### config.mk
export PLATFORM = sky130hd
export DESIGN_NAME = pipe4_ctrl
export DESIGN_NICKNAME = d
export VERILOG_FILES = /design/src/rtl/pipe4_pkg.sv /design/src/rtl/pipe4_ctl.sv /design/src/rtl/pipe4_fetch.sv /design/src/rtl/pipe4_stages.sv /design/src/rtl/pipe4_ctrl.sv
export SDC_FILE = /design/constraint.sdc
export NUM_CORES = 1
export LEC_CHECK = 0
export ABC_AREA = 1
export CAP_MARGIN = 20
export CORE_UTILIZATION = 45
export CTS_BUF_LIST = sky130_fd_sc_hd__clkbuf_8
export DETAILED_ROUTE_END_ITERATION = 16
export GPL_TIMING_DRIVEN = 0
export PLACE_DENSITY = 0.8
export RECOVER_POWER = 100
export SLEW_MARGIN = 20
export SYNTH_ARGS = -nofsm -noshare
export SYNTH_HDL_FRONTEND = slang
export SYNTH_SLANG_ARGS = --single-unit
### constraint.sdc
create_clock -name clk -period 1.4 [get_ports clk]
set_input_delay 0.28 -clock clk [delete_from_list [all_inputs] [get_ports clk]]
set_output_delay 0.28 -clock clk [all_outputs]
set_load 0.02 [all_outputs]
### src/rtl/pipe4_pkg.sv
package pipe4_pkg;

  typedef enum logic [1:0] {
    REDIR_NONE   = 2'd0,
    REDIR_BRANCH = 2'd1,
    REDIR_IRQ    = 2'd2
  } redir_e;

  // effective address: base address plus instruction tag (caller truncates)
  function automatic int unsigned ea_sum(input int unsigned base, input int unsigned off);
    return base + off;
  endfunction

  // sequential successor address (caller truncates)
  function automatic int unsigned pc_step(input int unsigned pc);
    return pc + 1;
  endfunction

endpackage

### src/rtl/pipe4_ctl.sv
module pipe4_ctl #(
  parameter int ADDR_W    = 8,
  parameter bit DUAL_PORT = 1'b0,
  parameter int IRQ_VEC   = 'h80
) (
  input  logic              of_v,
  input  logic              of_needs,
  input  logic              ex_v,
  input  logic [ADDR_W-1:0] ex_pc,
  input  logic              br_taken,
  input  logic [ADDR_W-1:0] br_target,
  input  logic              irq_req,
  output logic              opnd_rd,
  output logic              stall,
  output logic              flush,
  output pipe4_pkg::redir_e redir,
  output logic [ADDR_W-1:0] redir_pc,
  output logic [ADDR_W-1:0] resume_pc
);
  import pipe4_pkg::*;

  logic take_br;
  logic take_irq;

  assign opnd_rd  = of_v & of_needs;
  assign take_br  = ex_v & br_taken;
  assign take_irq = ex_v & irq_req;
  assign flush    = take_br | take_irq;

  generate
    if (DUAL_PORT) begin : g_two_port
      assign stall = 1'b0;
    end else begin : g_one_port
      assign stall = opnd_rd;
    end
  endgenerate

  always_comb begin
    if (take_irq)     redir = REDIR_IRQ;
    else if (take_br) redir = REDIR_BRANCH;
    else              redir = REDIR_NONE;
  end

  assign redir_pc  = take_irq ? ADDR_W'(IRQ_VEC) : br_target;
  assign resume_pc = take_br ? br_target : ADDR_W'(pc_step(32'(ex_pc)));

endmodule

### src/rtl/pipe4_fetch.sv
module pipe4_fetch #(
  parameter int ADDR_W   = 8,
  parameter int RESET_PC = 0
) (
  input  logic              clk,
  input  logic              rst_n,
  input  logic              stall,
  input  logic              flush,
  input  logic [ADDR_W-1:0] redir_pc,
  output logic [ADDR_W-1:0] fetch_pc,
  output logic              if_v,
  output logic              fetch_go
);
  import pipe4_pkg::*;

  assign fetch_go = if_v & ~stall;

  always_ff @(posedge clk) begin
    if (!rst_n) begin
      fetch_pc <= ADDR_W'(RESET_PC);
      if_v     <= 1'b0;
    end else begin
      if_v <= 1'b1;
      if (flush)         fetch_pc <= redir_pc;
      else if (fetch_go) fetch_pc <= ADDR_W'(pc_step(32'(fetch_pc)));
    end
  end

endmodule

### src/rtl/pipe4_stages.sv
module pipe4_stages #(
  parameter int ADDR_W = 8,
  parameter int TAG_W  = 8
) (
  input  logic              clk,
  input  logic              rst_n,
  input  logic              fetch_go,
  input  logic              flush,
  input  logic [ADDR_W-1:0] fetch_pc,
  input  logic [TAG_W:0]    instr_in,
  input  pipe4_pkg::redir_e redir,
  input  logic [ADDR_W-1:0] resume_pc,
  output logic              id_v,
  output logic [TAG_W-1:0]  id_tag,
  output logic              of_v,
  output logic [TAG_W-1:0]  of_tag,
  output logic              of_needs,
  output logic [ADDR_W-1:0] of_ea,
  output logic              ex_v,
  output logic [TAG_W-1:0]  ex_tag,
  output logic [ADDR_W-1:0] ex_pc,
  output logic [ADDR_W-1:0] ret_pc
);
  import pipe4_pkg::*;

  logic [ADDR_W-1:0] id_pc;
  logic              id_needs;
  logic [ADDR_W-1:0] of_pc;

  always_ff @(posedge clk) begin
    if (!rst_n) begin
      id_v <= 1'b0; id_tag <= '0; id_pc <= '0; id_needs <= 1'b0;
      of_v <= 1'b0; of_tag <= '0; of_pc <= '0; of_needs <= 1'b0; of_ea <= '0;
      ex_v <= 1'b0; ex_tag <= '0; ex_pc <= '0;
      ret_pc <= '0;
    end else begin
      // decode: takes the word returned for the current fetch address
      id_v     <= fetch_go & ~flush;
      id_pc    <= fetch_pc;
      id_tag   <= instr_in[TAG_W-1:0];
      id_needs <= instr_in[TAG_W];
      // operand read: effective address computed on entry
      of_v     <= id_v & ~flush;
      of_pc    <= id_pc;
      of_tag   <= id_tag;
      of_needs <= id_needs;
      of_ea    <= ADDR_W'(ea_sum(32'(id_pc), 32'(id_tag)));
      // execute
      ex_v     <= of_v & ~flush;
      ex_pc    <= of_pc;
      ex_tag   <= of_tag;
      if (redir == REDIR_IRQ) ret_pc <= resume_pc;
    end
  end

endmodule

### src/rtl/pipe4_ctrl.sv
module pipe4_ctrl #(
  parameter int ADDR_W    = 8,
  parameter int TAG_W     = 8,
  parameter bit DUAL_PORT = 1'b0,
  parameter int RESET_PC  = 0,
  parameter int IRQ_VEC   = 'h80
) (
  input  logic              clk,
  input  logic              rst_n,
  input  logic [TAG_W:0]    instr_in,
  input  logic              br_taken,
  input  logic [ADDR_W-1:0] br_target,
  input  logic              irq_req,
  output logic [ADDR_W-1:0] fetch_addr,
  output logic              fetch_en,
  output logic              if_v,
  output logic              id_v,
  output logic [TAG_W-1:0]  id_tag,
  output logic              of_v,
  output logic [TAG_W-1:0]  of_tag,
  output logic [ADDR_W-1:0] opnd_addr,
  output logic              opnd_rd,
  output logic              ex_v,
  output logic [TAG_W-1:0]  ex_tag,
  output logic [ADDR_W-1:0] ex_pc,
  output logic              stall,
  output logic              flush,
  output logic              irq_take,
  output logic [ADDR_W-1:0] ret_pc
);
  import pipe4_pkg::*;

  logic              of_needs;
  logic              fetch_go;
  redir_e            redir;
  logic [ADDR_W-1:0] redir_pc;
  logic [ADDR_W-1:0] resume_pc;

  pipe4_ctl #(.ADDR_W(ADDR_W), .DUAL_PORT(DUAL_PORT), .IRQ_VEC(IRQ_VEC)) u_ctl (
    .of_v(of_v), .of_needs(of_needs), .ex_v(ex_v), .ex_pc(ex_pc),
    .br_taken(br_taken), .br_target(br_target), .irq_req(irq_req),
    .opnd_rd(opnd_rd), .stall(stall), .flush(flush), .redir(redir),
    .redir_pc(redir_pc), .resume_pc(resume_pc)
  );

  pipe4_fetch #(.ADDR_W(ADDR_W), .RESET_PC(RESET_PC)) u_fetch (
    .clk(clk), .rst_n(rst_n), .stall(stall), .flush(flush),
    .redir_pc(redir_pc), .fetch_pc(fetch_addr), .if_v(if_v), .fetch_go(fetch_go)
  );

  pipe4_stages #(.ADDR_W(ADDR_W), .TAG_W(TAG_W)) u_stages (
    .clk(clk), .rst_n(rst_n), .fetch_go(fetch_go), .flush(flush),
    .fetch_pc(fetch_addr), .instr_in(instr_in), .redir(redir), .resume_pc(resume_pc),
    .id_v(id_v), .id_tag(id_tag), .of_v(of_v), .of_tag(of_tag), .of_needs(of_needs),
    .of_ea(opnd_addr), .ex_v(ex_v), .ex_tag(ex_tag), .ex_pc(ex_pc), .ret_pc(ret_pc)
  );

  assign fetch_en = fetch_go;
  assign irq_take = (redir == REDIR_IRQ);

endmodule

# [Word level (Yosys, flattened, before mapping)]
# Cells that the tools add are included.
[classes] n_addsub=3 eq_ne=1 n_mux=7 bitwise_logic=10 reduce_logical=1
[ops] operator="two-way mux 8 bit" n=4
[ops] operator="adder 8 x 1 -> 8 bit, second input constant" n=2
[ops] operator="adder 8 bit" n=1
[ops] operator="bitwise AND 1 bit" n=7
[ops] operator="== test 2 bit, second input constant" n=1
[ops] operator="two-way mux 1 bit" n=2
[ops] operator="two-way mux 2 bit" n=1
[ops] operator="NOT 1 bit" n=2
[ops] operator="nonzero test 2 bit" n=1
[ops] operator="OR 1 bit" n=1
[word_totals] register_bits=78 in_bits=21

# [Longest topological paths before layout]
[depth] depth_word=5 mapped_depth=8 mapped_depth_nobuf=8

# [Hierarchy]
# A second synthesis with hierarchy kept.
[hier_totals] cells_unflattened=432 hier_area_um2=3253.1
[by_module_without_submodules] module="pipe4_stages" instances=1 cells_per_inst=279 area_each_um2=2341.0
[by_module_without_submodules] module="pipe4_fetch" instances=1 cells_per_inst=81 area_each_um2=559.3
[by_module_without_submodules] module="pipe4_ctl" instances=1 cells_per_inst=70 area_each_um2=342.8
[by_module_without_submodules] module="pipe4_ctrl" instances=1 cells_per_inst=2 area_each_um2=10.0

# [Worst setup path before layout]
# No wires, ideal clock.
[synth_timing] path_type="reg2reg" start="register u_stages.id_tag[0]" end="register u_stages.of_ea[6]" setup_ns=0.115 arrival_ns=1.382 setup_slack_ns=-0.098 path_stages_with_launch=8 path_buffers=0 cell_sequence="dfxtp_1 -> ha_1 -> inv_1 -> fa_1 -> inv_1 -> nand3_1 -> a31oi_1 -> nor2_1"
[synth_between] elab_chain_len=1
[synth_rtl] item="start, declared" line_no="pipe4_stages.sv:14" text="output logic [TAG_W-1:0] id_tag,"
[synth_rtl] item="start signal, assigned" line_no="pipe4_stages.sv:40" text="id_tag <= instr_in[TAG_W-1:0];"
[synth_rtl] item="adder 8 bit" line_no="pipe4_pkg.sv:11" text="return base + off;"
[synth_rtl] item="end signal, assigned" line_no="pipe4_stages.sv:47" text="of_ea <= ADDR_W'(ea_sum(32'(id_pc), 32'(id_tag)));"
[synth_rtl] item="end, declared" line_no="pipe4_stages.sv:18" text="output logic [ADDR_W-1:0] of_ea,"
# Every way passes these cells.
# A chain may end at the register's enable or synchronous reset.

# [Worst setup path after layout]
[layout_timing] start="register u_stages.of_v" end="output port opnd_rd"
[layout_between] elab_chain_len=1
[layout_rtl] item="start, declared" line_no="pipe4_stages.sv:15" text="output logic of_v,"
[layout_rtl] item="start signal, assigned" line_no="pipe4_stages.sv:43" text="of_v <= id_v & ~flush;"
[layout_rtl] item="bitwise AND 1 bit" line_no="pipe4_ctl.sv:25" text="assign opnd_rd = of_v & of_needs;"
[layout_rtl] item="end, declared" line_no="pipe4_ctrl.sv:22" text="output logic opnd_rd,"
# Every way passes these cells.

==> flow_metrics.tcl <==
set metrics [dict create \
    outcome "completed" \
    rsz0062_at_grt "yes" \
    io_buffers 85 \
    io_pins 86 \
    clock_path_buffers 2 \
    r2r_slack_ps 30 \
    crit_chain "nand2_2, inv_1, clkdlybuf4s15_2" \
    slowest_stage "dfxtp_1" \
    grt_util_all_layers_pct 20.8 \
    swShare_pct 26.8 \
    routed_via_density 4.61 \
    pwr-share-clk_pct 35.6 \
    critical_path_class "register to output port" \
    cts_tree "built" \
    root_buffer "clkbuf_8" \
    tritoncts.num_buffers 9 \
    leakagePower_nw 2.39 \
    drive_above_1_share_pct 12.3 \
    hold_slack_ps 412 \
    syn_area_per_cell_um2 7.51 \
    cts_sinks 78 \
    finalMaxSlewViolations 0 \
    synth-seq-cells 78 \
    worstMarginPinSlew_ps 507 \
    path_clk_slew_ps 80 \
    power_density_nw_per_um2 1090 \
    start_kind "register" \
    layout_setup_ws_ps 12.0 \
    r2r-start "u_stages.id_tag[0]$_SDFF_PN0_" \
    final_cell_area_um2 4250 \
    holdBufCountCts 0 \
    finalCritPeriodShare_pct 99.1 \
    area_growth_pct 36.6 \
    diodes 0 \
    syn_area_um2 3110 \
    ys_types 27 \
    drt_first_pass_iters 6 \
    grt_pass1_vias 2609 \
    min_delay_path_depth 2 \
    regArea_um2 1580 \
    grt_antenna_before_repair 0 \
    initial_core_util_pct 47.9 \
    internal-power_mw 3.39 \
    worstReg2RegEnd "u_stages.of_ea[6]$_SDFF_PN0_" \
    routedWlPerCell_um 12.0 \
    layout.nets 545 \
    dp_hpwl_mm 5.24 \
    synth-seq-area-share_pct 50.2 \
    p_comb_share_pct 12.4 \
    worst_r2r_path_depth 7 \
    num_rows 29 \
    grt_pass1_wl_mm 11.7 \
    min_to "u_stages.ex_pc[0]$_SDFF_PN0_" \
    cp_slowest_stage_delay_ps 370 \
    n_fill_cell 555 \
    hold_start "u_stages.of_pc[0]$_SDFF_PN0_" \
    p_total_mw 4.62 \
    end_kind "output port" \
    ant_nets 0 \
    synth_nets 445 \
    die-area_um2 7250 \
    cap_violations 0 \
    setup_violations 0 \
    max_freq_mhz 720 \
    power.switching_mw 1.24 \
    multi_input_area_um2 1210 \
    die_h_um 85.1 \
    cts_max_level 3 \
    gp_congestion 0.830 \
    yosys_warnings 0 \
    cp_data_arrival_time_ps 1110 \
    hold_path_class "register to register" \
    die_w_um 85.1 \
    drt-initial-drc-count 156 \
    dp_slack_ps -767 \
    drc_errors 0 \
    ir_drop_mv 0.544 \
    synthCells 414 \
    place_area_um2 4060 \
    finalHoldViolations 0 \
    drt-total-wl_mm 7.13 \
    path_max_fanout 3 \
    relSlewSlack_pct 66.2 \
    vias 2749 \
    core-area_um2 6490 \
    skew_ps 10.2 \
    grt_start_max_net_pins 15 \
    period_needed_ps 1390 \
    clkLatencyLatePin_ps 340 \
    seqPwrFrac_pct 52.0 \
    grt_overflow_total 0 \
    critPathRequiredTime_ps 1120 \
]
final cells by class:
cell class	count	area share, %
tap	77	2.27
inverter	91	8.60
timing repair buffer	90	17.8
multi-input combinational	235	28.6
clock inverter	7	1.77
buffer	9	0.942
sequential	78	37.1
clock buffer	9	2.91
power by group through the flow:
stage / combinational [mW] / sequential (mW) / clock [mW]
after detailed placement: 0.613 / 2.45 / 0
final: 0.573 / 2.41 / 1.65
after global routing: 0.631 / 2.42 / 1.79
after global placement: 0.606 / 2.45 / 0
after CTS: 0.578 / 2.40 / 1.68
after floorplan: 0.237 / 2.53 / 0
how the worst max path moves through the flow:
stage / slack, ps / to / start / cells past startpoint
2_1_floorplan: 10 / u_stages.of_ea[6]$_SDFF_PN0_ / u_stages.id_tag[0]$_SDFF_PN0_ / 7
4_1_cts: -30 / irq_take / u_stages.ex_v$_SDFF_PN0_ / 4
3_3_place_gp: -750 / irq_take / irq_req / 5
3_5_place_dp: -770 / irq_take / irq_req / 5
5_1_grt: -50 / u_stages.of_ea[6]$_SDFF_PN0_ / u_stages.id_tag[0]$_SDFF_PN0_ / 8
6_report: 10 / opnd_rd / u_stages.of_v$_SDFF_PN0_ / 3
layout by cell type, fill, tap and decap left out, drive strengths merged:
master,n
dfxtp,78
clkbuf,25
nand3,29
o211ai,1
nand4,2
xnor2,1
buf,13
a21oi,14
fa,1
o21bai,3
o21ai,19
and2,1
nand2,114
a31oi,4
bufinv,1
clkdlybuf4s15,6
clkinv,4
ha,9
clkinvlp,2
clkdlybuf4s50,19
nor2,33
or2,3
o22ai,1
inv,91
dlygate4sd2,45
timing repair:
item                                    4_1_cts  5_1_grt
pin swaps                                     4        1
gates cloned                                  0        0
endpoints found under the setup margin       70       28
setup buffers                                 3        2
gates resized for setup                     114       28
cells by family (layout without fill, tap and decap cells):
group / count (synthesis) / count (layout) / share of synthesized area [%]
adders and majority gates: 10 / 10 / 4.26
buffers and inverters: 101 / 206 / 13.0
AOI/OAI and AO/OA: 42 / 42 / 7.28
DFF: 78 / 78 / 50.2
xor gates and xnor gates: 1 / 1 / 0.282
and+or+nand+nor: 182 / 182 / 24.9
state kept, by name, indices dropped and copies added, names as in the netlist:
signal and cells:
u_stages.id_v 1, u_fetch.if_v 1, u_stages.id_pc 8, u_stages.of_v 1, u_stages.ex_tag 8, u_stages.ret_pc 8, u_stages.of_pc 8, u_stages.of_tag 8
u_stages.ex_v 1, u_stages.id_tag 8, u_fetch.fetch_pc 8, u_stages.of_ea 8, u_stages.id_needs 1, u_stages.ex_pc 8, u_stages.of_needs 1
cell usage after synthesis:
| library cell | count | area, um2 |
|---|---|---|
| a21oi_1 | 14 | 70.1 |
| a31oi_1 | 4 | 25.0 |
| and2_1 | 1 | 6.26 |
| buf_2 | 2 | 10.0 |
| buf_4 | 1 | 7.51 |
| buf_6 | 1 | 11.3 |
| clkbuf_1 | 6 | 22.5 |
| clkinv_2 | 2 | 10.0 |
| dfxtp_1 | 78 | 1560 |
| fa_1 | 1 | 20.0 |
| ha_1 | 9 | 113 |
| inv_1 | 87 | 327 |
| inv_6 | 2 | 17.5 |
| nand2_1 | 109 | 409 |
| nand2_2 | 1 | 6.26 |
| nand2_4 | 3 | 33.8 |
| nand2_8 | 1 | 20.0 |
| nand3_1 | 29 | 145 |
| nand4_1 | 2 | 12.5 |
| nor2_1 | 33 | 124 |
| o211ai_1 | 1 | 7.51 |
| o21ai_0 | 10 | 50.1 |
| o21ai_1 | 9 | 45.0 |
| o21bai_1 | 3 | 22.5 |
| o22ai_1 | 1 | 6.26 |
| or2_2 | 3 | 18.8 |
| xnor2_1 | 1 | 8.76 |
stage by stage:
step / util [%] / instances / setup TNS [ps]
after floorplan: - / 414 / 0
after global routing: 65.4 / 596 / -282
after CTS: 66.0 / 595 / -30.8
final: 65.4 / 596 / 0
after detailed placement: 62.6 / 576 / -15510
after global placement: 62.6 / 576 / -15080
critical path, delay by kind of cell (launching register included):
kind                   cells  cell delay (ps)
buffers and inverters      2              320
AND/OR/NAND/NOR            1               80
flip-flops                 1              370
metal layers:
metal / up-vias / part of all wire [%] / global-route usage [%]
met5: - / 0 / 0
met4: 0 / 1.1 / 8.32
met3: 10 / 4.0 / 4.47
met2: 58 / 49 / 34.2
met1: 1224 / 46 / 26.5
li1: 1457 / - / -
No activity file was read; power rests on OpenSTA's default activity.
